<file path="src/rtl/xmb_pkg.sv">
package xmb_pkg;
  localparam int LIM_W  = 3;
  localparam int CODE_W = 2;
  localparam int CNT_W  = 2;

  typedef struct packed {
    logic              en;
    logic [LIM_W-1:0]  lim;
    logic [CODE_W-1:0] wup;
    logic [CODE_W-1:0] wlo;
  } cfg_t;

  typedef enum logic [1:0] {
    PH_IDLE = 2'd0,
    PH_ADDR = 2'd1,
    PH_STRB = 2'd2,
    PH_RCVR = 2'd3
  } phase_e;

  // extra strobe cycles for a wait code
  function automatic logic [CNT_W-1:0] strobe_extra(input logic [CODE_W-1:0] code);
    case (code)
      2'b00:   strobe_extra = 2'd0;
      2'b01:   strobe_extra = 2'd1;
      default: strobe_extra = 2'd2;
    endcase
  endfunction

  function automatic logic needs_gap(input logic [CODE_W-1:0] code);
    needs_gap = (code == 2'b11);
  endfunction
endpackage

</file>
<file path="src/rtl/xmb_cfg_reg.sv">
module xmb_cfg_reg
  import xmb_pkg::*;
(
  input  logic       clk,
  input  logic       rst_n,
  input  logic       we_i,
  input  logic [7:0] wdata_i,
  output cfg_t       cfg_o,
  output logic [7:0] rdata_o
);
  cfg_t cfg_q;

  always_ff @(posedge clk or negedge rst_n) begin
    if (!rst_n)    cfg_q <= '0;
    else if (we_i) cfg_q <= cfg_t'(wdata_i);
  end

  assign cfg_o   = cfg_q;
  assign rdata_o = cfg_q;
endmodule

</file>
<file path="src/rtl/xmb_sector_dec.sv">
module xmb_sector_dec
  import xmb_pkg::*;
#(
  parameter int ADDR_W = 16
) (
  input  logic [ADDR_W-1:0] addr_i,
  input  logic [LIM_W-1:0]  lim_i,
  input  logic [CODE_W-1:0] wup_i,
  input  logic [CODE_W-1:0] wlo_i,
  output logic [CODE_W-1:0] code_o
);
  localparam int TOP_LSB = ADDR_W - LIM_W;

  logic [LIM_W-1:0] region;
  logic [TOP_LSB-1:0] unused_low;
  logic             upper;

  assign region     = addr_i[ADDR_W-1:TOP_LSB];
  assign unused_low = addr_i[TOP_LSB-1:0];
  assign upper      = (lim_i == '0) || (region >= lim_i);
  assign code_o     = upper ? wup_i : wlo_i;
endmodule

</file>
<file path="src/rtl/xmb_seq.sv">
module xmb_seq
  import xmb_pkg::*;
#(
  parameter int ADDR_W = 16,
  parameter int DATA_W = 8
) (
  input  logic              clk,
  input  logic              rst_n,
  input  logic              en_i,
  input  logic [CODE_W-1:0] code_i,
  input  logic              req_valid_i,
  output logic              req_ready_o,
  input  logic              req_we_i,
  input  logic [ADDR_W-1:0] req_addr_i,
  input  logic [DATA_W-1:0] req_wdata_i,
  output logic              rsp_valid_o,
  output logic [DATA_W-1:0] rsp_data_o,
  output logic [DATA_W-1:0] ad_o,
  input  logic [DATA_W-1:0] ad_i,
  output logic              ad_oe_o,
  output logic [ADDR_W-DATA_W-1:0] ahi_o,
  output logic              ale_o,
  output logic              rd_n_o,
  output logic              wr_n_o
);
  phase_e            ph;
  logic [CNT_W-1:0]  cnt;
  logic              gap_q;
  logic              we_q;
  logic [ADDR_W-1:0] addr_q;
  logic [DATA_W-1:0] wd_q;
  logic              last_strb;
  logic              accept;

  assign last_strb   = (ph == PH_STRB) && (cnt == '0);
  assign req_ready_o = en_i && ((ph == PH_IDLE) || (ph == PH_RCVR) || (last_strb && !gap_q));
  assign accept      = req_valid_i && req_ready_o;

  always_ff @(posedge clk or negedge rst_n) begin
    if (!rst_n) begin
      ph          <= PH_IDLE;
      cnt         <= '0;
      gap_q       <= 1'b0;
      we_q        <= 1'b0;
      addr_q      <= '0;
      wd_q        <= '0;
      rsp_valid_o <= 1'b0;
      rsp_data_o  <= '0;
    end else begin
      rsp_valid_o <= 1'b0;
      if (ph == PH_STRB) begin
        if (cnt != '0) cnt <= cnt - 1'b1;
        else if (!we_q) begin
          rsp_valid_o <= 1'b1;
          rsp_data_o  <= ad_i;
        end
      end
      if (accept) begin
        ph     <= PH_ADDR;
        cnt    <= strobe_extra(code_i);
        gap_q  <= needs_gap(code_i);
        we_q   <= req_we_i;
        addr_q <= req_addr_i;
        wd_q   <= req_wdata_i;
      end else begin
        case (ph)
          PH_ADDR: ph <= PH_STRB;
          PH_STRB: if (cnt == '0) ph <= gap_q ? PH_RCVR : PH_IDLE;
          PH_RCVR: ph <= PH_IDLE;
          default: ph <= PH_IDLE;
        endcase
      end
    end
  end

  assign ale_o   = (ph == PH_ADDR);
  assign ad_oe_o = (ph == PH_ADDR) || ((ph == PH_STRB) && we_q);
  assign ad_o    = (ph == PH_STRB) ? wd_q : addr_q[DATA_W-1:0];
  assign ahi_o   = addr_q[ADDR_W-1:DATA_W];
  assign rd_n_o  = !((ph == PH_STRB) && !we_q);
  assign wr_n_o  = !((ph == PH_STRB) && we_q);
endmodule

</file>
<file path="src/rtl/xmem_bus_ctrl.sv">
module xmem_bus_ctrl
  import xmb_pkg::*;
#(
  parameter int ADDR_W = 16,
  parameter int DATA_W = 8
) (
  input  logic              clk,
  input  logic              rst_n,
  input  logic              cfg_we,
  input  logic [7:0]        cfg_wdata,
  output logic [7:0]        cfg_rdata,
  input  logic              req_valid,
  output logic              req_ready,
  input  logic              req_we,
  input  logic [ADDR_W-1:0] req_addr,
  input  logic [DATA_W-1:0] req_wdata,
  output logic              rsp_valid,
  output logic [DATA_W-1:0] rsp_data,
  output logic              bus_own,
  output logic [DATA_W-1:0] ad_out,
  input  logic [DATA_W-1:0] ad_in,
  output logic              ad_oe,
  output logic [ADDR_W-DATA_W-1:0] ahi_out,
  output logic              ale,
  output logic              rd_n,
  output logic              wr_n
);
  cfg_t              cfg;
  logic [CODE_W-1:0] code;

  xmb_cfg_reg u_cfg (
    .clk     (clk),
    .rst_n   (rst_n),
    .we_i    (cfg_we),
    .wdata_i (cfg_wdata),
    .cfg_o   (cfg),
    .rdata_o (cfg_rdata)
  );

  xmb_sector_dec #(.ADDR_W(ADDR_W)) u_dec (
    .addr_i (req_addr),
    .lim_i  (cfg.lim),
    .wup_i  (cfg.wup),
    .wlo_i  (cfg.wlo),
    .code_o (code)
  );

  xmb_seq #(.ADDR_W(ADDR_W), .DATA_W(DATA_W)) u_seq (
    .clk         (clk),
    .rst_n       (rst_n),
    .en_i        (cfg.en),
    .code_i      (code),
    .req_valid_i (req_valid),
    .req_ready_o (req_ready),
    .req_we_i    (req_we),
    .req_addr_i  (req_addr),
    .req_wdata_i (req_wdata),
    .rsp_valid_o (rsp_valid),
    .rsp_data_o  (rsp_data),
    .ad_o        (ad_out),
    .ad_i        (ad_in),
    .ad_oe_o     (ad_oe),
    .ahi_o       (ahi_out),
    .ale_o       (ale),
    .rd_n_o      (rd_n),
    .wr_n_o      (wr_n)
  );

  assign bus_own = cfg.en;
endmodule

</file>
<file path="config.mk">
export PLATFORM = sky130hd
export DESIGN_NAME = xmem_bus_ctrl
export DESIGN_NICKNAME = d
export VERILOG_FILES = /design/src/rtl/xmb_pkg.sv /design/src/rtl/xmb_cfg_reg.sv /design/src/rtl/xmb_sector_dec.sv /design/src/rtl/xmb_seq.sv /design/src/rtl/xmem_bus_ctrl.sv
export SDC_FILE = /design/constraint.sdc
export NUM_CORES = 1
export LEC_CHECK = 0
export ABC_CLOCK_PERIOD_IN_PS = 2300
export BUFFER_PORTS_ARGS = -buffer_cell sky130_fd_sc_hd__buf_4
export CAP_MARGIN = 20
export CORE_MARGIN = 1
export CORE_UTILIZATION = 48
export DETAILED_ROUTE_END_ITERATION = 16
export HOLD_SLACK_MARGIN = 0.08
export PLACE_DENSITY_LB_ADDON = 0.12
export SYNTH_ARGS = -nofsm -noshare
export SYNTH_HDL_FRONTEND = slang
export SYNTH_SLANG_ARGS = --single-unit
</file>
<file path="constraint.sdc">
create_clock -name clk -period 2.3 [get_ports clk]
set_input_delay 0.345 -clock clk [delete_from_list [all_inputs] [get_ports clk]]
set_output_delay 0.345 -clock clk [all_outputs]
set_load 0.05 [all_outputs]
</file>
==> impl_metrics.json <==
{
  "yosys-top-cells-area": "dfrtp_1 (54%), nand2_1 (18%), mux2_2 (6.2%)",
  "drt_pass1_iterations": 4,
  "pwr_density_cell_mw_per_mm2": 1043,
  "cp_top_family": "buffers and inverters",
  "synth_top_area_share_pct": 53.81,
  "drive_gt1_share_pct": 35.81,
  "cts-buffers-inserted": 5,
  "cap_viol_max_count": 0,
  "cp_cell_sequence": "inv_1 > ha_1 > buf_4 > mux2_2 > buf_4",
  "p_leak_nw": 1.560,
  "cts_tree": "built",
  "post_drt_wl_per_cell_um": 11.86,
  "synth_common_cells": "nand2_1 (105), dfrtp_1 (47), mux2_2 (12)",
  "hold_ws_ns": 0.2201,
  "chipHeight_um": 69.48,
  "hold_end": "u_seq.rsp_data_o[6]",
  "worstHoldStart": "ad_in[6]",
  "fillers": 377,
  "syn_area_mm2": 0.002186,
  "required_ns": 1.96,
  "grt_pass1_wl_um": 7500,
  "grt_setup_unrepaired": "no",
  "routed-wl-met2_um": 2076,
  "seqCellArea_mm2": 0.001176,
  "highest_layer": "met4",
  "rr_endpoint": "u_seq.cnt[0]",
  "synth-compound-area-share_pct": 6.812,
  "ir_drop_v": 0.0006603,
  "overflow": 0,
  "synthArstFlopShare_pct": 100.0,
  "vias": 1751,
  "yosys_register_bits": 47,
  "worstReg2RegStart": "u_cfg.cfg_o[4]",
  "crit_top_cell": "buf_4",
  "criticalPathCategory": "reg -> out",
  "die_area_mm2": 0.004827,
  "routed_wl_um": 4294,
  "grt_max_degree": 48,
  "place_congestion": 0.7348,
  "finalSetupTns_ns": 0,
  "place_hpwl_um": 3049,
  "synth_edf_count": 0,
  "hold_violations": 0,
  "syn_inst": 232,
  "grtUsageTotal_pct": 19.24,
  "drc_errors": 0,
  "crit_path_end_kind": "output pin",
  "cts.path.max_buffers": 2,
  "syn_nets": 283,
  "relSlewSlack_pct": 60.92,
  "synth_top_family_by_area": "simple AND/OR/NAND/NOR gates",
  "synthMuxAreaShare_pct": 7.613,
  "start_util_pct": 50.20,
  "synth.most_common_cell": "nand2_1",
  "finClkSkew_ns": 0.01373,
  "period_share_pct": 89.90,
  "min_period_ns": 2.068,
  "pre_cts_ws_ns": 0.3101,
  "drt_iter0_drc": 73,
  "tightest_slew_ns": 0.5863,
  "numClockSinks": 47,
  "n_antenna_cell": 0,
  "grt_pass1_vias": 1708,
  "wl_met3_um": 261,
  "timing.critical_path.buf_inv": 3,
  "hold_depth": 3,
  "ys_seq_area_share_pct": 53.81,
  "insertion_delay_ns": 0.30,
  "finalWorstSetupSlack_ns": 0.2323,
  "hold_class": "in -> reg",
  "die_w_um": 69.48,
  "start_kind": "flop",
  "ys_dominant_reg_cell": "dfrtp_1",
  "slowest_delay_ns": 0.40,
  "yosys.area.top_type": "dfrtp_1",
  "wl_met1_um": 1914,
  "synth_xor_area_share_pct": 0.4007,
  "num_rows": 24,
  "placed_area_mm2": 0.002816,
  "finalSetupViolCount": 0,
  "post_drt_via_cell_ratio": 4.837,
  "antenna_found_initial": 0,
  "slew_violations": 0,
  "syn2layout_area_growth_pct": 34.57,
  "clk_pin_slew_ns": 0.10,
  "status": "complete, no violations",
  "worst_path_max_delay_cell": "dfrtp_1",
  "worstPathArrival_ns": 1.72,
  "yosysWarnings": 0,
  "htreeDepth": 2,
  "clockRootBuffer": "clkbuf_8",
  "portBuffers": 83,
  "fin_area_mm2": 0.002942,
  "layout.nets": 360,
  "r2r_slack_ns": 0.32,
  "worstPathMaxFanout": 14,
  "ys_types": 30,
  "multi_input_area_um2": 863.3,
  "synth_simple_gate_area_share_pct": 21.24,
  "ant_nets": 0,
  "synth_fa_ha_area_share_pct": 3.434,
  "total_power_mw": 3.068,
  "core-area_mm2": 0.004354,
  "cts_setup_buffers": 0,
  "io_pins": 84,
  "fmax_ghz": 0.4836,
  "worstRegToRegCells": 5,
  "avgSynthCellArea_um2": 9.422
}
## power breakdown
part	internal (mW)	switching (mW)
registers	1.03	0.113
logic	0.446	0.859
clock network	0.328	0.289
## per-layer routing
| layer | GRT usage, % | vias to the layer above |
|---|---|---|
| met5 | 0 | - |
| met3 | 4.360 | 4 |
| met1 | 25.22 | 814 |
| li1 | - | 878 |
| met4 | 6.122 | 0 |
| met2 | 31.72 | 55 |
## timing repair
item,4_1_cts,5_1_grt
hold buffers,1,0
setup endpoints to repair,0,0
gates resized for setup,0,0
endpoints found under the hold margin,47,0
## area by class of cell
type | count | area share [%]
Clock inverter | 3 | 1.574
Timing Repair Buffer | 87 | 23.14
Inverter | 11 | 1.404
Multi-Input combinational cell | 157 | 29.35
Tap cell | 52 | 2.212
Clock buffer | 5 | 2.339
Sequential cell | 47 | 39.98
## cell families after synthesis
kind of cell,Yosys count
DFF,47
and+or+nand+nor,116
xor gates and xnor gates,1
muxes,15
AOI/OAI and AO/OA,19
buffers and inverters,28
adders and majority gates,6
## stage by stage
stage          std cells  utilization (%)
2_1_floorplan        232                -
3_3_place_gp         353            64.68
3_5_place_dp         353            64.68
4_1_cts              362            67.56
5_1_grt              362            67.56
6_report             362            67.56
## sequential cells by signal, indices dropped and copies added, names as in the netlist
register,count
u_cfg.cfg_o,8
u_seq.addr_q,16
u_seq.cnt,2
u_seq.gap_q,1
u_seq.ph,2
u_seq.rsp_data_o,8
u_seq.rsp_valid_o,1
u_seq.wd_q,8
u_seq.we_q,1
## worst min-delay path, cell delays in order
cell	delay (ns)
buf_4	0.08
nand2_1	0.04
nand2_1	0.04
## worst max-delay path by stage
| stage | to | depth (start not counted) | slack (ns) | startpoint |
|---|---|---|---|---|
| finish | ad_out[4] | 5 | 0.23 | u_seq.ph[0] |
| global route | ad_out[2] | 5 | 0.14 | u_seq.ph[0] |
| CTS | ad_out[4] | 5 | 0.23 | u_seq.ph[0] |
| detailed placement | u_seq.cnt[0] | 7 | 0.31 | req_addr[13] |
| global placement | u_seq.cnt[0] | 7 | 0.32 | req_addr[13] |
| floorplan | u_seq.cnt[0] | 6 | 0.12 | u_cfg.cfg_o[5] |
## cells in the final DEF (no fill, tap or decap), drive strengths merged
master,count
a211oi,2
a21oi,2
a32oi,1
and3b,1
buf,86
bufinv,1
clkbuf,5
clkinv,1
clkinvlp,1
dfrtp,47
dlygate4sd3,1
ha,6
inv,11
mux2,13
mux2i,2
nand2,105
nand2b,3
nand3b,2
nor2,3
nor3,1
o2111ai,2
o211a,1
o211ai,1
o21a,2
o21ai,7
o22ai,1
or3b,1
xnor2,1
(Power assumes the default switching activity.)
